$ cat config.mk
export PLATFORM = sky130hd
export DESIGN_NAME = slowclk_sys_timer
export DESIGN_NICKNAME = d
export VERILOG_FILES = /design/src/rtl/slowclk_timer_pkg.sv /design/src/rtl/slowclk_tick_sync.sv /design/src/rtl/slowclk_rtc.sv /design/src/rtl/slowclk_pit.sv /design/src/rtl/slowclk_sys_timer.sv
export SDC_FILE = /design/constraint.sdc
export NUM_CORES = 1
export LEC_CHECK = 0
export BUFFER_PORTS_ARGS = -buffer_cell sky130_fd_sc_hd__buf_2
export CORE_MARGIN = 2
export CORE_UTILIZATION = 45
export CTS_CLUSTER_SIZE = 12
export DETAILED_ROUTE_END_ITERATION = 16
export PLACE_DENSITY_LB_ADDON = 0.3
export SYNTH_ARGS = -nofsm -noshare
export SYNTH_HDL_FRONTEND = slang
export SYNTH_SLANG_ARGS = --single-unit
$ cat constraint.sdc
create_clock -name clk -period 4.49 [get_ports clk]
set_input_delay 0.6735 -clock clk [delete_from_list [all_inputs] [get_ports clk]]
set_output_delay 0.6735 -clock clk [all_outputs]
set_load 0.02 [all_outputs]
$ cat src/rtl/slowclk_timer_pkg.sv
package slowclk_timer_pkg;
    localparam int DATA_W = 32;
    localparam int ADDR_W = 3;
    localparam int NSTAT  = 4;

    localparam logic [ADDR_W-1:0] OFF_STATUS = 3'd0;
    localparam logic [ADDR_W-1:0] OFF_MSET   = 3'd1;
    localparam logic [ADDR_W-1:0] OFF_MCLR   = 3'd2;
    localparam logic [ADDR_W-1:0] OFF_MASK   = 3'd3;
    localparam logic [ADDR_W-1:0] OFF_IVL    = 3'd4;
    localparam logic [ADDR_W-1:0] OFF_PRESC  = 3'd5;
    localparam logic [ADDR_W-1:0] OFF_ALARM  = 3'd6;
    localparam logic [ADDR_W-1:0] OFF_COUNT  = 3'd7;

    localparam int BIT_PIT = 0;
    localparam int BIT_WDG = 1;
    localparam int BIT_INC = 2;
    localparam int BIT_ALM = 3;
endpackage

$ cat src/rtl/slowclk_tick_sync.sv
// Brings the slow clock into the bus clock domain and turns each rising
// edge into a one-cycle tick.
// Assumes clk runs more than twice as fast as slow_clk, so no edge is missed.
module slowclk_tick_sync #(
    parameter int STAGES = 2
) (
    input  logic clk,
    input  logic rst_n,
    input  logic slow_in,
    output logic tick
);
    logic [STAGES-1:0] sync_q;
    logic              prev_q;

    // Metastability chain followed by a one-flop edge memory.
    always_ff @(posedge clk) begin
        if (!rst_n) begin
            sync_q <= '0;
            prev_q <= 1'b0;
        end else begin
            sync_q <= {sync_q[STAGES-2:0], slow_in};
            prev_q <= sync_q[STAGES-1];
        end
    end

    assign tick = sync_q[STAGES-1] & ~prev_q;
endmodule

$ cat src/rtl/slowclk_rtc.sv
// Holds the prescaled real-time counter and its absolute alarm.
// Assumes tick is a one-cycle pulse per slow-clock edge. A prescaler write
// restarts counting from zero. The alarm fires only on a step onto its value.
module slowclk_rtc #(
    parameter int CNT_W   = 20,
    parameter int PRE_W   = 16,
    parameter int PRE_RST = 32768
) (
    input  logic             clk,
    input  logic             rst_n,
    input  logic             tick,
    input  logic             presc_wr,
    input  logic [PRE_W-1:0] presc_wdata,
    input  logic             alarm_wr,
    input  logic [CNT_W-1:0] alarm_wdata,
    output logic [CNT_W-1:0] count,
    output logic [PRE_W-1:0] presc,
    output logic [CNT_W-1:0] alarm,
    output logic             inc_evt,
    output logic             alm_evt
);
    localparam int PE_W = PRE_W + 1;

    logic [PRE_W-1:0] phase_q;
    logic [PE_W-1:0]  presc_eff;
    logic             last_phase;
    logic [CNT_W-1:0] cnt_nxt;

    // Zero in the prescaler stands for the full 2^PRE_W division.
    assign presc_eff  = (presc == '0) ? {1'b1, {PRE_W{1'b0}}} : {1'b0, presc};
    assign last_phase = (({1'b0, phase_q} + PE_W'(1)) == presc_eff);
    assign cnt_nxt    = count + CNT_W'(1);
    assign inc_evt    = tick & last_phase & ~presc_wr;
    assign alm_evt    = inc_evt & (cnt_nxt == alarm);

    // Prescale phase and counter advance; a prescaler write restarts both.
    always_ff @(posedge clk) begin
        if (!rst_n) begin
            phase_q <= '0;
            count   <= '0;
            presc   <= PRE_W'(PRE_RST);
        end else if (presc_wr) begin
            presc   <= presc_wdata;
            phase_q <= '0;
            count   <= '0;
        end else if (tick) begin
            if (last_phase) begin
                phase_q <= '0;
                count   <= cnt_nxt;
            end else begin
                phase_q <= phase_q + PRE_W'(1);
            end
        end
    end

    // Alarm register.
    always_ff @(posedge clk) begin
        if (!rst_n)
            alarm <= '0;
        else if (alarm_wr)
            alarm <= alarm_wdata;
    end
endmodule

$ cat src/rtl/slowclk_pit.sv
// Periodic interval timer: flags once every interval slow ticks, counted from
// the last interval write.
// Assumes an interval of zero means stopped, which is also the reset state.
module slowclk_pit #(
    parameter int PIT_W = 16
) (
    input  logic             clk,
    input  logic             rst_n,
    input  logic             tick,
    input  logic             ivl_wr,
    input  logic [PIT_W-1:0] ivl_wdata,
    output logic [PIT_W-1:0] interval,
    output logic             pit_evt
);
    logic [PIT_W-1:0] remain_q;
    logic             running;
    logic             expire;

    assign running = (interval != '0);
    assign expire  = (remain_q <= PIT_W'(1));
    assign pit_evt = tick & running & expire & ~ivl_wr;

    // Interval register and down-counter with automatic reload.
    always_ff @(posedge clk) begin
        if (!rst_n) begin
            interval <= '0;
            remain_q <= '0;
        end else if (ivl_wr) begin
            interval <= ivl_wdata;
            remain_q <= ivl_wdata;
        end else if (tick && running) begin
            remain_q <= expire ? interval : remain_q - PIT_W'(1);
        end
    end
endmodule

$ cat src/rtl/slowclk_sys_timer.sv
// Top of the slow-clock system timer: register port, status flags that clear
// on read, interrupt mask and interrupt line.
// Assumes one-cycle bus accesses. Read data is registered and valid the cycle
// after the access. Events that land on a status read are kept.
module slowclk_sys_timer
    import slowclk_timer_pkg::*;
#(
    parameter int CNT_W       = 20,
    parameter int PRE_W       = 16,
    parameter int PIT_W       = 16,
    parameter int PRE_RST     = 32768,
    parameter int SYNC_STAGES = 2
) (
    input  logic              clk,
    input  logic              rst_n,
    input  logic              slow_clk,
    input  logic              bus_sel,
    input  logic              bus_wr,
    input  logic [ADDR_W-1:0] bus_addr,
    input  logic [DATA_W-1:0] bus_wdata,
    output logic [DATA_W-1:0] bus_rdata,
    output logic              irq
);
    logic             tick;
    logic             wr_en, rd_en;
    logic             rd_status, mset_wr, mclr_wr;
    logic             ivl_wr, presc_wr, alarm_wr;
    logic [CNT_W-1:0] count, alarm;
    logic [PRE_W-1:0] presc;
    logic [PIT_W-1:0] interval;
    logic             inc_evt, alm_evt, pit_evt;
    logic [NSTAT-1:0] evt, status, mask;
    logic [NSTAT-1:0] wbits;
    logic [DATA_W-1:0] rd_mux;
    logic             unused_wdata;

    assign wr_en     = bus_sel & bus_wr;
    assign rd_en     = bus_sel & ~bus_wr;
    assign rd_status = rd_en & (bus_addr == OFF_STATUS);
    assign mset_wr   = wr_en & (bus_addr == OFF_MSET);
    assign mclr_wr   = wr_en & (bus_addr == OFF_MCLR);
    assign ivl_wr    = wr_en & (bus_addr == OFF_IVL);
    assign presc_wr  = wr_en & (bus_addr == OFF_PRESC);
    assign alarm_wr  = wr_en & (bus_addr == OFF_ALARM);
    assign wbits     = bus_wdata[NSTAT-1:0];
    assign unused_wdata = ^bus_wdata;

    slowclk_tick_sync #(.STAGES(SYNC_STAGES)) u_sync (
        .clk     (clk),
        .rst_n   (rst_n),
        .slow_in (slow_clk),
        .tick    (tick)
    );

    slowclk_rtc #(.CNT_W(CNT_W), .PRE_W(PRE_W), .PRE_RST(PRE_RST)) u_rtc (
        .clk         (clk),
        .rst_n       (rst_n),
        .tick        (tick),
        .presc_wr    (presc_wr),
        .presc_wdata (bus_wdata[PRE_W-1:0]),
        .alarm_wr    (alarm_wr),
        .alarm_wdata (bus_wdata[CNT_W-1:0]),
        .count       (count),
        .presc       (presc),
        .alarm       (alarm),
        .inc_evt     (inc_evt),
        .alm_evt     (alm_evt)
    );

    slowclk_pit #(.PIT_W(PIT_W)) u_pit (
        .clk       (clk),
        .rst_n     (rst_n),
        .tick      (tick),
        .ivl_wr    (ivl_wr),
        .ivl_wdata (bus_wdata[PIT_W-1:0]),
        .interval  (interval),
        .pit_evt   (pit_evt)
    );

    // Gather events at their status bit positions; the watchdog bit stays idle.
    always_comb begin
        evt          = '0;
        evt[BIT_PIT] = pit_evt;
        evt[BIT_WDG] = 1'b0;
        evt[BIT_INC] = inc_evt;
        evt[BIT_ALM] = alm_evt;
    end

    // Status flags: a read clears, and new events win over the clear.
    always_ff @(posedge clk) begin
        if (!rst_n)
            status <= '0;
        else
            status <= (rd_status ? '0 : status) | evt;
    end

    // Interrupt mask, changed only through write-one set and clear.
    always_ff @(posedge clk) begin
        if (!rst_n)
            mask <= '0;
        else if (mset_wr)
            mask <= mask | wbits;
        else if (mclr_wr)
            mask <= mask & ~wbits;
    end

    // Read data selection by register offset.
    always_comb begin
        unique case (bus_addr)
            OFF_STATUS: rd_mux = DATA_W'(status);
            OFF_MASK:   rd_mux = DATA_W'(mask);
            OFF_IVL:    rd_mux = DATA_W'(interval);
            OFF_PRESC:  rd_mux = DATA_W'(presc);
            OFF_ALARM:  rd_mux = DATA_W'(alarm);
            OFF_COUNT:  rd_mux = DATA_W'(count);
            default:    rd_mux = '0;
        endcase
    end

    // Registered read port.
    always_ff @(posedge clk) begin
        if (!rst_n)
            bus_rdata <= '0;
        else if (rd_en)
            bus_rdata <= rd_mux;
    end

    assign irq = |(status & mask);
endmodule

# Word level (Yosys, flattened, before mapping)
# Cells that the tools add are included.
# totals
regBits,147
input_bits,40
output_inout_bits,33
# op_classes
add_sub_neg,4
magnitude_cmp,1
eq_ne,9
n_mux,9
n_bitwise,25
n_reduce_logical,9
# ops
cell,count
$pmux W20 S6,1
$mux W16,4
$add A20 B1 Y20 const B,1
$eq A20 B20 Y1,1
$add A16 B1 Y17 const B,1
$eq A17 B17 Y1,1
$mux W17,1
$add A16 B1 Y16 const B,1
$le A16 B1 Y1 const B,1
$logic_not A16 Y1,1
$reduce_bool A16 Y1,1
$sub A16 B1 Y16 const B,1
$and A1 B1 Y1,15
$eq A3 B3 Y1 const B,4
$mux W4,3
$and A4 B4 Y4,2
$or A4 B4 Y4,2
$eq A3 B2 Y1 const B,2
$not A1 Y1,5
$not A4 Y4,1
$reduce_bool A2 Y1,2
$reduce_or A4 Y1,1
$eq A3 B1 Y1 const B,1
$logic_not A3 Y1,1
other kinds (3),3

# Longest topological paths before layout
# Gate-level depths: netlist of run 1.
# depth
ltp_word,7
mapped_depth,10
mapped_depth_nobuf,9

# Modules after synthesis
# From an unflattened synthesis of run 1, not the netlist that was laid out.
# unflattened
cells_unflattened,943
hier_area_um2,8244.2
# modules_own_cells
mod,n_inst,cells_per_inst,area_each_um2
slowclk_rtc,1,519,4499.3
slowclk_pit,1,223,1859.3
slowclk_sys_timer,1,194,1793.0
slowclk_tick_sync,1,7,92.6

# Worst setup path after synthesis of run 1
# No wires, ideal clock.
# synth_path
path_type,register to register
from,reg u_rtc.phase_q[0]
to,reg u_rtc.phase_q[2]
arrival_ns,2.259
setup_slack_ns,2.115
stages_incl_launch_ff,10
path_buffers,1
period_less_slack_ns,2.375
path_cell_list,dfxtp_1 > ha_1 > nand4_1 > nor4_1 > xor2_1 > o211ai_1 > or4b_4 > buf_6 > a32oi_1 > nand2_1
# synth_between
elab_chain_len,3
# synth_lines
item,line,source
start: declaration,slowclk_rtc.sv:24,logic [PRE_W-1:0] phase_q;
start signal: assignment,slowclk_rtc.sv:51,phase_q <= phase_q + PRE_W'(1);
$add A16 B1 Y17,slowclk_rtc.sv:31,"assign last_phase = (({1'b0, phase_q} + PE_W'(1)) == presc_eff);"
$eq A17 B17 Y1,slowclk_rtc.sv:31,
$mux W16 *,slowclk_rtc.sv:47,if (last_phase) begin
# Every way passes the cells marked *; elsewhere a longest branch is shown, timed or not.
# A chain may end at the register's enable or synchronous reset.

# Worst setup path in the final report of run 1
# layout_path
from,reg u_rtc.phase_q[2]
to,reg u_rtc.count[16]
# layout_between
elab_chain_len,3
# layout_lines
item,line,source
$add A16 B1 Y17,slowclk_rtc.sv:31,
$eq A17 B17 Y1,slowclk_rtc.sv:31,
$reduce_and A2 Y1 (no source line),-,
end signal: assignment,slowclk_rtc.sv:49,count <= cnt_nxt;
end: declaration,slowclk_rtc.sv:16,"output logic [CNT_W-1:0] count,"
# No other way between the ends.

==> impl_metrics.xml, run 1 <==
<?xml version="1.0" encoding="UTF-8"?>
<metrics>
  <group name="status">
    <metric name="outcome" unit="">complete, no violations</metric>
  </group>
  <group name="hold_path">
    <metric name="class_of_the_tightest_hold_or_removal_check" unit="">register to register</metric>
  </group>
  <group name="placement">
    <metric name="count_of_buffers_from_port_buffering" unit="">48</metric>
    <metric name="dp_cells" unit="">1184</metric>
    <metric name="postPlaceCellArea" unit="µm²">8260</metric>
    <metric name="place.gp.congestion" unit="">0.918</metric>
    <metric name="hpwl" unit="µm">14900</metric>
  </group>
  <group name="timing">
    <metric name="achievable-frequency" unit="GHz">0.332</metric>
    <metric name="period_minus_slack" unit="ps">3010</metric>
    <metric name="portion_of_the_clock_cycle_consumed_by_the_worst_path_in_the_final_layout" unit="">0.671</metric>
    <metric name="slew-limit-headroom" unit="">0.197</metric>
    <metric name="clock_skew" unit="ps">16.1</metric>
    <metric name="slew_viol_final" unit="">0</metric>
    <metric name="rsz_0062_raised_after_global_routing" unit="">no</metric>
    <metric name="finalSetupTns" unit="ps">0</metric>
    <metric name="worst-slew-pin-transition" unit="ps">1200</metric>
    <metric name="report.final.setup_viol" unit="">0</metric>
    <metric name="hold_violations" unit="">0</metric>
    <metric name="worst_hold_slack" unit="ps">435</metric>
  </group>
  <group name="synthesis">
    <metric name="synth-async-reset-ratio" unit="">0</metric>
    <metric name="yosysSeqAreaShare" unit="">0.334</metric>
    <metric name="synth_ff_type" unit="">sky130_fd_sc_hd__dfxtp_1</metric>
    <metric name="netlist-cell-type-count" unit="">74</metric>
    <metric name="flops_latches_synth" unit="">134</metric>
    <metric name="yosysWarningCount" unit="">0</metric>
    <metric name="syn_avg_cell_area" unit="µm²">8.19</metric>
    <metric name="netlist_instances" unit="">980</metric>
    <metric name="synth_enable_flop_cells" unit="">0</metric>
    <metric name="syn-cell-area" unit="µm²">8020</metric>
  </group>
  <group name="cts">
    <metric name="clk_latency" unit="ps">430</metric>
    <metric name="htreeDepth" unit="">4</metric>
    <metric name="post_cts_hold_buffer_count" unit="">0</metric>
    <metric name="ctsLongestPathBuffers" unit="">2</metric>
    <metric name="clock_pin_slew_on_the_worst_setup_and_hold_paths" unit="ps">60</metric>
    <metric name="clockRootBuffer" unit="">sky130_fd_sc_hd__clkbuf_16</metric>
    <metric name="cts_post_setup_buffers_inserted" unit="">0</metric>
    <metric name="cts.sink_count" unit="">134</metric>
    <metric name="cts_buffers" unit="">17</metric>
    <metric name="cts_resized" unit="">0</metric>
    <metric name="cts_tree" unit="">built</metric>
  </group>
  <group name="routing">
    <metric name="met2RoutedLength" unit="µm">9720</metric>
    <metric name="wirelength_met1" unit="µm">10000</metric>
    <metric name="post-route-drc-count" unit="">0</metric>
    <metric name="met3_length" unit="µm">1410</metric>
    <metric name="dr.max_layer_used" unit="">met4</metric>
    <metric name="wire_per_inst" unit="µm">17.7</metric>
    <metric name="final_antenna_net_count" unit="">0</metric>
    <metric name="finalWirelength" unit="µm">21500</metric>
    <metric name="drt_pre_antenna_iters" unit="">6</metric>
    <metric name="drtIter0Drc" unit="">549</metric>
    <metric name="vias_per_cell" unit="">5.91</metric>
    <metric name="dr_total_vias" unit="">7178</metric>
  </group>
  <group name="layout">
    <metric name="most-common-layout-cells" unit="">137 x sky130_fd_sc_hd__nand2_1, 134 x sky130_fd_sc_hd__dfxtp_1, 51 x sky130_fd_sc_hd__nor2_1, 49 x sky130_fd_sc_hd__nand3_1, 48 x sky130_fd_sc_hd__buf_2</metric>
    <metric name="areaGrowthSynthToFinish" unit="%">10.1</metric>
    <metric name="drive_above_1_share" unit="">0.140</metric>
    <metric name="layoutNonFillerInstCount" unit="">1214</metric>
    <metric name="final_design_area_no_fill" unit="µm²">8830</metric>
    <metric name="n_antenna_cell" unit="">0</metric>
    <metric name="final_net_count" unit="">1022</metric>
    <metric name="layout_commonest_cell" unit="">sky130_fd_sc_hd__nand2_1</metric>
    <metric name="filler_cell_count" unit="">1638</metric>
  </group>
  <group name="die">
    <metric name="floorplan.die_area" unit="µm²">18900</metric>
    <metric name="die_height" unit="µm">138</metric>
    <metric name="io_pins" unit="">73</metric>
    <metric name="start_util" unit="">0.462</metric>
    <metric name="placementRows" unit="">48</metric>
    <metric name="core" unit="µm²">17400</metric>
    <metric name="die_x" unit="µm">138</metric>
  </group>
  <group name="pwr">
    <metric name="leakage_power" unit="nW">3.24</metric>
    <metric name="powerDensity" unit="nW/µm²">329</metric>
    <metric name="maximum_vdd_drop" unit="V">0.000292</metric>
  </group>
  <group name="grt">
    <metric name="grt_first_pass_wirelength" unit="µm">34100</metric>
    <metric name="via_count_of_the_first_global_routing_pass" unit="">6442</metric>
    <metric name="grt_antenna_before_repair" unit="">0</metric>
    <metric name="globalRouteTotalUtil" unit="">0.232</metric>
    <metric name="grt_start_max_net_pins" unit="">57</metric>
    <metric name="grt_overflow_total" unit="">0</metric>
  </group>
  <group name="worst_setup_path">
    <metric name="critical_path_peak_fanout" unit="">30</metric>
    <metric name="crit_type" unit="">register to register</metric>
    <metric name="cp.arrival" unit="ps">3340</metric>
    <metric name="worstSetupEndpointType" unit="">register</metric>
    <metric name="crit_path_start_kind" unit="">register</metric>
    <metric name="critical_path_required" unit="ps">4810</metric>
  </group>
  <group name="run">
    <metric name="maxCapViolCount" unit="">0</metric>
  </group>
</metrics>
==> per-stage QoR <==
step	total power [W]	setup slack [ps]	util
finish	0.00291	1480	0.509
global route	0.00301	1260	0.509
CTS	0.00293	1520	0.509
detailed placement	0.00156	1480	0.476
global placement	0.00155	1500	0.476
floorplan	0.00148	2110	-
==> routing by layer <==
layer  vias to the layer above  global-route usage
met3                        24              0.0504
met4                         0              0.0676
met2                       227               0.365
li1                       3505                   -
met5                         -                   0
met1                      3422               0.319
==> power breakdown <==
| group | internal, W | switching [W] | total (W) |
|---|---|---|---|
| combinational | 0.000117 | 0.000190 | 0.000307 |
| clock | 0.000825 | 0.000553 | 0.00138 |
| sequential | 0.00120 | 0.0000194 | 0.00122 |
| total | 0.00215 | 0.000763 | 0.00291 |
==> flip-flops by register name (all words and copies together) (netlist names), named ones only <==
signal	count
u_sync.sync_q	2
bus_rdata	20
u_rtc.alarm	20
u_sync.prev_q	1
status	3
u_rtc.presc	16
u_rtc.phase_q	16
u_rtc.count	20
u_pit.interval	16
u_pit.remain_q	16
==> worst paths after layout <==
kind	from	slack, ps	endpoint	cells after the start
hold / removal	u_sync.sync_q[0]	440	u_sync.sync_q[1]	1
setup / recovery	u_rtc.phase_q[2]	1480	u_rtc.count[16]	8
setup reg to reg	u_rtc.phase_q[2]	1480	u_rtc.count[16]	8
hold reg to reg	u_sync.sync_q[0]	440	u_sync.sync_q[1]	1
==> kinds of logic (layout without fill, tap and decap cells) <==
family / after synthesis / count (layout) / synth area share
muxes: 52 / 52 / 0.0889
adders and majority gates: 4 / 4 / 0.00624
other: 1 / 12 / 0.000467
buffers and inverters: 106 / 104 / 0.0602
DFF: 134 / 134 / 0.334
and+or+nand+nor: 436 / 436 / 0.282
AOI/OAI and AO/OA: 196 / 196 / 0.173
xor gates and xnor gates: 51 / 51 / 0.0557
==> Yosys cell counts (24+ instances only) <==
cell                         n  area, µm²
sky130_fd_sc_hd__nand3_1    49        245
sky130_fd_sc_hd__nor2_1     51        191
sky130_fd_sc_hd__clkbuf_1   53        199
sky130_fd_sc_hd__a21boi_0   37        278
sky130_fd_sc_hd__xnor2_1    31        272
sky130_fd_sc_hd__nor4_1     26        163
sky130_fd_sc_hd__a22oi_1    24        180
sky130_fd_sc_hd__o21ai_0    32        160
sky130_fd_sc_hd__nor2b_1    47        294
sky130_fd_sc_hd__dfxtp_1   134       2680
sky130_fd_sc_hd__nand2_1   137        514
sky130_fd_sc_hd__mux2i_1    33        330
==> area by class of cell <==
| cell class | count | area (µm²) | area share |
|---|---|---|---|
| repair buffers | 59 | 323 | 0.0365 |
| clock buffers | 18 | 439 | 0.0497 |
| flip-flops and latches | 134 | 2680 | 0.304 |
| clock inverters | 12 | 130 | 0.0147 |
| well taps | 225 | 282 | 0.0319 |
| multi-input cells | 751 | 4920 | 0.557 |
| inverters | 15 | 56.3 | 0.00637 |
==> critical path, stage by stage (launching register included) <==
cell and delay, ps:
sky130_fd_sc_hd__dfxtp_1 520, sky130_fd_sc_hd__nand3_1 240, sky130_fd_sc_hd__nor4_1 740, sky130_fd_sc_hd__xnor2_1 240, sky130_fd_sc_hd__o2111ai_1 200, sky130_fd_sc_hd__nor4b_4 240
sky130_fd_sc_hd__buf_4 370, sky130_fd_sc_hd__a31oi_1 130, sky130_fd_sc_hd__a41o_1 220
No activity file was read; power rests on OpenSTA's default activity.
==> inputs of run 2 (changes only) <==
ABC_AREA = 1   (was default)
clock period = 3 ns   (was 4.49 ns; I/O delays follow)
==> impl_metrics.xml, run 2 <==
<?xml version="1.0" encoding="UTF-8"?>
<metrics>
  <group name="status">
    <metric name="outcome" unit="">complete, no violations</metric>
  </group>
  <group name="layout">
    <metric name="multi_input_comb_area" unit="µm²">4160</metric>
    <metric name="drive_above_1_share" unit="">0.105</metric>
    <metric name="filler_cell_count" unit="">1681</metric>
    <metric name="register_area" unit="µm²">2680</metric>
    <metric name="n_antenna_cell" unit="">0</metric>
    <metric name="most-common-layout-cells" unit="">341 x sky130_fd_sc_hd__nand2_1, 134 x sky130_fd_sc_hd__dfxtp_1, 131 x sky130_fd_sc_hd__inv_1, 115 x sky130_fd_sc_hd__a21oi_1, 102 x sky130_fd_sc_hd__nor2_1</metric>
    <metric name="top_regs" unit="">bus_rdata: 20 flops, u_rtc.alarm: 20 flops, u_rtc.count: 20 flops</metric>
    <metric name="final_net_count" unit="">1266</metric>
    <metric name="layout_commonest_cell" unit="">sky130_fd_sc_hd__nand2_1</metric>
    <metric name="areaGrowthSynthToFinish" unit="%">13.5</metric>
  </group>
  <group name="pwr">
    <metric name="power_frac_seq" unit="">0.410</metric>
    <metric name="power.combinational.fraction" unit="">0.089</metric>
    <metric name="total_power" unit="W">0.00446</metric>
    <metric name="maximum_vdd_drop" unit="V">0.000437</metric>
    <metric name="power_report.internal_total" unit="W">0.00336</metric>
    <metric name="powerDensity" unit="nW/µm²">517</metric>
    <metric name="clockPowerShare" unit="">0.501</metric>
    <metric name="switching_share" unit="">0.245</metric>
    <metric name="switching_power" unit="W">0.00109</metric>
    <metric name="leakage_power" unit="nW">3.46</metric>
  </group>
  <group name="synthesis">
    <metric name="synth.mux.area_fraction" unit="">0</metric>
    <metric name="main_combinational_cell_family_by_area_after_synthesis" unit="">simple AND/OR/NAND/NOR gates</metric>
    <metric name="share_of_the_synthesized_netlist_area_taken_by_xor_and_xnor_gates" unit="">0.0249</metric>
    <metric name="synth_adder_area_share" unit="">0.00660</metric>
    <metric name="yosys.area.top_type_share" unit="">0.354</metric>
    <metric name="synth_simple_gate_area_frac" unit="">0.314</metric>
    <metric name="synth_ff_type" unit="">sky130_fd_sc_hd__dfxtp_1</metric>
    <metric name="netlist_top_cells_count" unit="">341 x sky130_fd_sc_hd__nand2_1, 134 x sky130_fd_sc_hd__dfxtp_1, 132 x sky130_fd_sc_hd__inv_1</metric>
    <metric name="yosys-top-cells-area" unit="">sky130_fd_sc_hd__dfxtp_1 35%, sky130_fd_sc_hd__nand2_1 17%, sky130_fd_sc_hd__a21oi_1 7.6%</metric>
    <metric name="synth-compound-area-share" unit="">0.197</metric>
    <metric name="synth-async-reset-ratio" unit="">0</metric>
    <metric name="post-synth-top-area-cell" unit="">sky130_fd_sc_hd__dfxtp_1</metric>
    <metric name="syn_avg_cell_area" unit="µm²">6.43</metric>
    <metric name="syn-cell-area" unit="µm²">7590</metric>
    <metric name="flops_latches_synth" unit="">134</metric>
    <metric name="netlist_instances" unit="">1180</metric>
    <metric name="netlist-cell-type-count" unit="">43</metric>
    <metric name="yosysSeqAreaShare" unit="">0.354</metric>
    <metric name="yosysWarningCount" unit="">0</metric>
    <metric name="synth_enable_flop_cells" unit="">0</metric>
    <metric name="dominant_cell_by_count_in_the_synthesized_netlist" unit="">sky130_fd_sc_hd__nand2_1</metric>
  </group>
  <group name="placement">
    <metric name="post-place-ws" unit="ps">447</metric>
    <metric name="count_of_buffers_from_port_buffering" unit="">48</metric>
    <metric name="place.gp.congestion" unit="">0.927</metric>
    <metric name="hpwl" unit="µm">17100</metric>
  </group>
  <group name="grt">
    <metric name="grt_antenna_before_repair" unit="">0</metric>
    <metric name="grt_overflow_total" unit="">0</metric>
    <metric name="via_count_of_the_first_global_routing_pass" unit="">7234</metric>
    <metric name="grtUsageMet2" unit="">0.430</metric>
    <metric name="grt_start_max_net_pins" unit="">59</metric>
    <metric name="grt_first_pass_wirelength" unit="µm">37300</metric>
    <metric name="grt.met3_usage" unit="">0.0574</metric>
    <metric name="globalRouteTotalUtil" unit="">0.265</metric>
    <metric name="globalRoute.busiestLayer" unit="">met2</metric>
    <metric name="routing_usage_on_met1" unit="">0.357</metric>
  </group>
  <group name="hold_path">
    <metric name="class_of_the_tightest_hold_or_removal_check" unit="">input port to register</metric>
    <metric name="timing.hold.worst.start" unit="">slow_clk</metric>
  </group>
  <group name="routing">
    <metric name="dr_total_vias" unit="">7879</metric>
    <metric name="post-route-drc-count" unit="">0</metric>
    <metric name="vias_per_cell" unit="">5.42</metric>
    <metric name="wire_per_inst" unit="µm">16.1</metric>
    <metric name="drt_pre_antenna_iters" unit="">5</metric>
    <metric name="finalWirelength" unit="µm">23400</metric>
    <metric name="drtIter0Drc" unit="">780</metric>
    <metric name="final_antenna_net_count" unit="">0</metric>
  </group>
  <group name="timing">
    <metric name="slew_viol_final" unit="">0</metric>
    <metric name="achievable-frequency" unit="GHz">0.385</metric>
    <metric name="clock_skew" unit="ps">4.98</metric>
    <metric name="worst_hold_slack" unit="ps">226</metric>
    <metric name="period_minus_slack" unit="ps">2600</metric>
    <metric name="portion_of_the_clock_cycle_consumed_by_the_worst_path_in_the_final_layout" unit="">0.865</metric>
    <metric name="worst-slew-pin-transition" unit="ps">985</metric>
    <metric name="final.setup.worst_slack" unit="ps">404</metric>
    <metric name="hold_violations" unit="">0</metric>
    <metric name="report.final.setup_viol" unit="">0</metric>
    <metric name="finalSetupTns" unit="ps">0</metric>
    <metric name="slew-limit-headroom" unit="">0.341</metric>
    <metric name="rsz_0062_raised_after_global_routing" unit="">no</metric>
  </group>
  <group name="worst_setup_path">
    <metric name="path_buf_inv" unit="">0</metric>
    <metric name="cpPeakStageDelay" unit="ps">430</metric>
    <metric name="cp.arrival" unit="ps">2940</metric>
    <metric name="reg2reg_slack" unit="ps">400</metric>
    <metric name="cpMaxStageDelayCell" unit="">sky130_fd_sc_hd__dfxtp_1</metric>
    <metric name="crit_type" unit="">register to register</metric>
    <metric name="crit_path_start_kind" unit="">register</metric>
    <metric name="rr_startpoint" unit="">u_rtc.count[0]</metric>
    <metric name="critical_path_required" unit="ps">3350</metric>
    <metric name="critical_path.most_common_cell" unit="">sky130_fd_sc_hd__nand2_1</metric>
    <metric name="critPathTopFamily" unit="">simple AND/OR/NAND/NOR gates</metric>
    <metric name="worstSetupEndpointType" unit="">register</metric>
    <metric name="crit_path_cell_chain" unit="">ha_1 -&gt; nand2_1 -&gt; nor2_1 -&gt; nand2_1 -&gt; o21ai_0 -&gt; nand2_1 -&gt; nand2_1 -&gt; nand2_1 -&gt; nor2_1 -&gt; nand3_1 -&gt; nor3_1 -&gt; nand2_1 -&gt; a21oi_1</metric>
    <metric name="critical_path_peak_fanout" unit="">6</metric>
    <metric name="worst_setup_path_startpoint" unit="">u_rtc.count[0]</metric>
  </group>
  <group name="die">
    <metric name="core" unit="µm²">16500</metric>
    <metric name="placementRows" unit="">47</metric>
    <metric name="start_util" unit="">0.459</metric>
    <metric name="floorplan.die_area" unit="µm²">17900</metric>
    <metric name="die_height" unit="µm">134</metric>
    <metric name="io_pins" unit="">73</metric>
    <metric name="die_x" unit="µm">134</metric>
  </group>
  <group name="cts">
    <metric name="ctsLongestPathBuffers" unit="">2</metric>
    <metric name="clockRootBuffer" unit="">sky130_fd_sc_hd__clkbuf_16</metric>
    <metric name="htreeDepth" unit="">4</metric>
    <metric name="cts.sink_count" unit="">134</metric>
    <metric name="cts_buffers" unit="">17</metric>
    <metric name="cts_post_setup_buffers_inserted" unit="">0</metric>
    <metric name="cts_resized" unit="">0</metric>
    <metric name="cts_tree" unit="">built</metric>
    <metric name="clock_pin_slew_on_the_worst_setup_and_hold_paths" unit="ps">50</metric>
    <metric name="clk_latency" unit="ps">420</metric>
    <metric name="post_cts_hold_buffer_count" unit="">0</metric>
  </group>
  <group name="run">
    <metric name="maxCapViolCount" unit="">0</metric>
  </group>
</metrics>
-- run 2: cell count changes after synthesis, moves of 27 or more --
cell                       change
sky130_fd_sc_hd__xnor2_1      -29
sky130_fd_sc_hd__nor2b_1      -47
sky130_fd_sc_hd__inv_1       +117
sky130_fd_sc_hd__nor2_1       +51
sky130_fd_sc_hd__a21oi_1      +92
sky130_fd_sc_hd__mux2i_1      -33
sky130_fd_sc_hd__nand2_1     +204
sky130_fd_sc_hd__a21boi_0     -37
sky130_fd_sc_hd__o21ai_0      +37
sky130_fd_sc_hd__nand3_1      +27
-- run 2: path summary, 6_finish.rpt --
path	to	cells past startpoint
hold / removal	u_sync.sync_q[0]	3
hold reg to reg	u_sync.sync_q[1]	2
setup reg to reg	status[3]	13
setup / recovery	status[3]	13
-- run 2: stage by stage --
step	instances	area (µm²)	util
finish	1455	8620	0.521
global route	1455	8620	0.521
CTS	1455	8620	0.521
detailed placement	1423	7990	0.484
global placement	1423	7990	0.484
floorplan	1191	7630	-
-- run 2: routing by layer --
layer | routed length [µm] | up-vias | share of wire
met4 | 391 | 0 | 0.017
li1 | - | 3926 | -
met2 | 10900 | 276 | 0.47
met3 | 1790 | 33 | 0.077
met5 | 0 | - | 0
met1 | 10300 | 3644 | 0.44
-- run 2: cell families after synthesis --
logic type               count (synthesis)
adder cells (fa/ha/maj)                  4
XOR/XNOR                                20
AND/OR/NAND/NOR                        567
flip-flops                             134
AO/OA/AOI/OAI                          266
buffers and inverters                  188
other                                    1
-- run 2: final cells by class --
cell class	instances	area share
Inverter	137	0.0598
Multi-Input combinational cell	869	0.483
Tap cell	220	0.0319
Sequential cell	134	0.311
Timing Repair Buffer	63	0.0410
Clock buffer	23	0.0555
Clock inverter	9	0.0171
-- run 2: tightest hold or removal path: stages --
cell and delay, ps:
sky130_fd_sc_hd__buf_2 80, sky130_fd_sc_hd__nand2_1 40, sky130_fd_sc_hd__inv_1 50
-- run 2: power groups by stage --
stage	clock, W	sequential [W]	combinational (W)
3_3_place_gp	0	0.00186	0.000387
6_report	0.00223	0.00183	0.000399
5_1_grt	0.00234	0.00183	0.000444
4_1_cts	0.00225	0.00183	0.000393
3_5_place_dp	0	0.00186	0.000389
2_1_floorplan	0	0.00186	0.000278
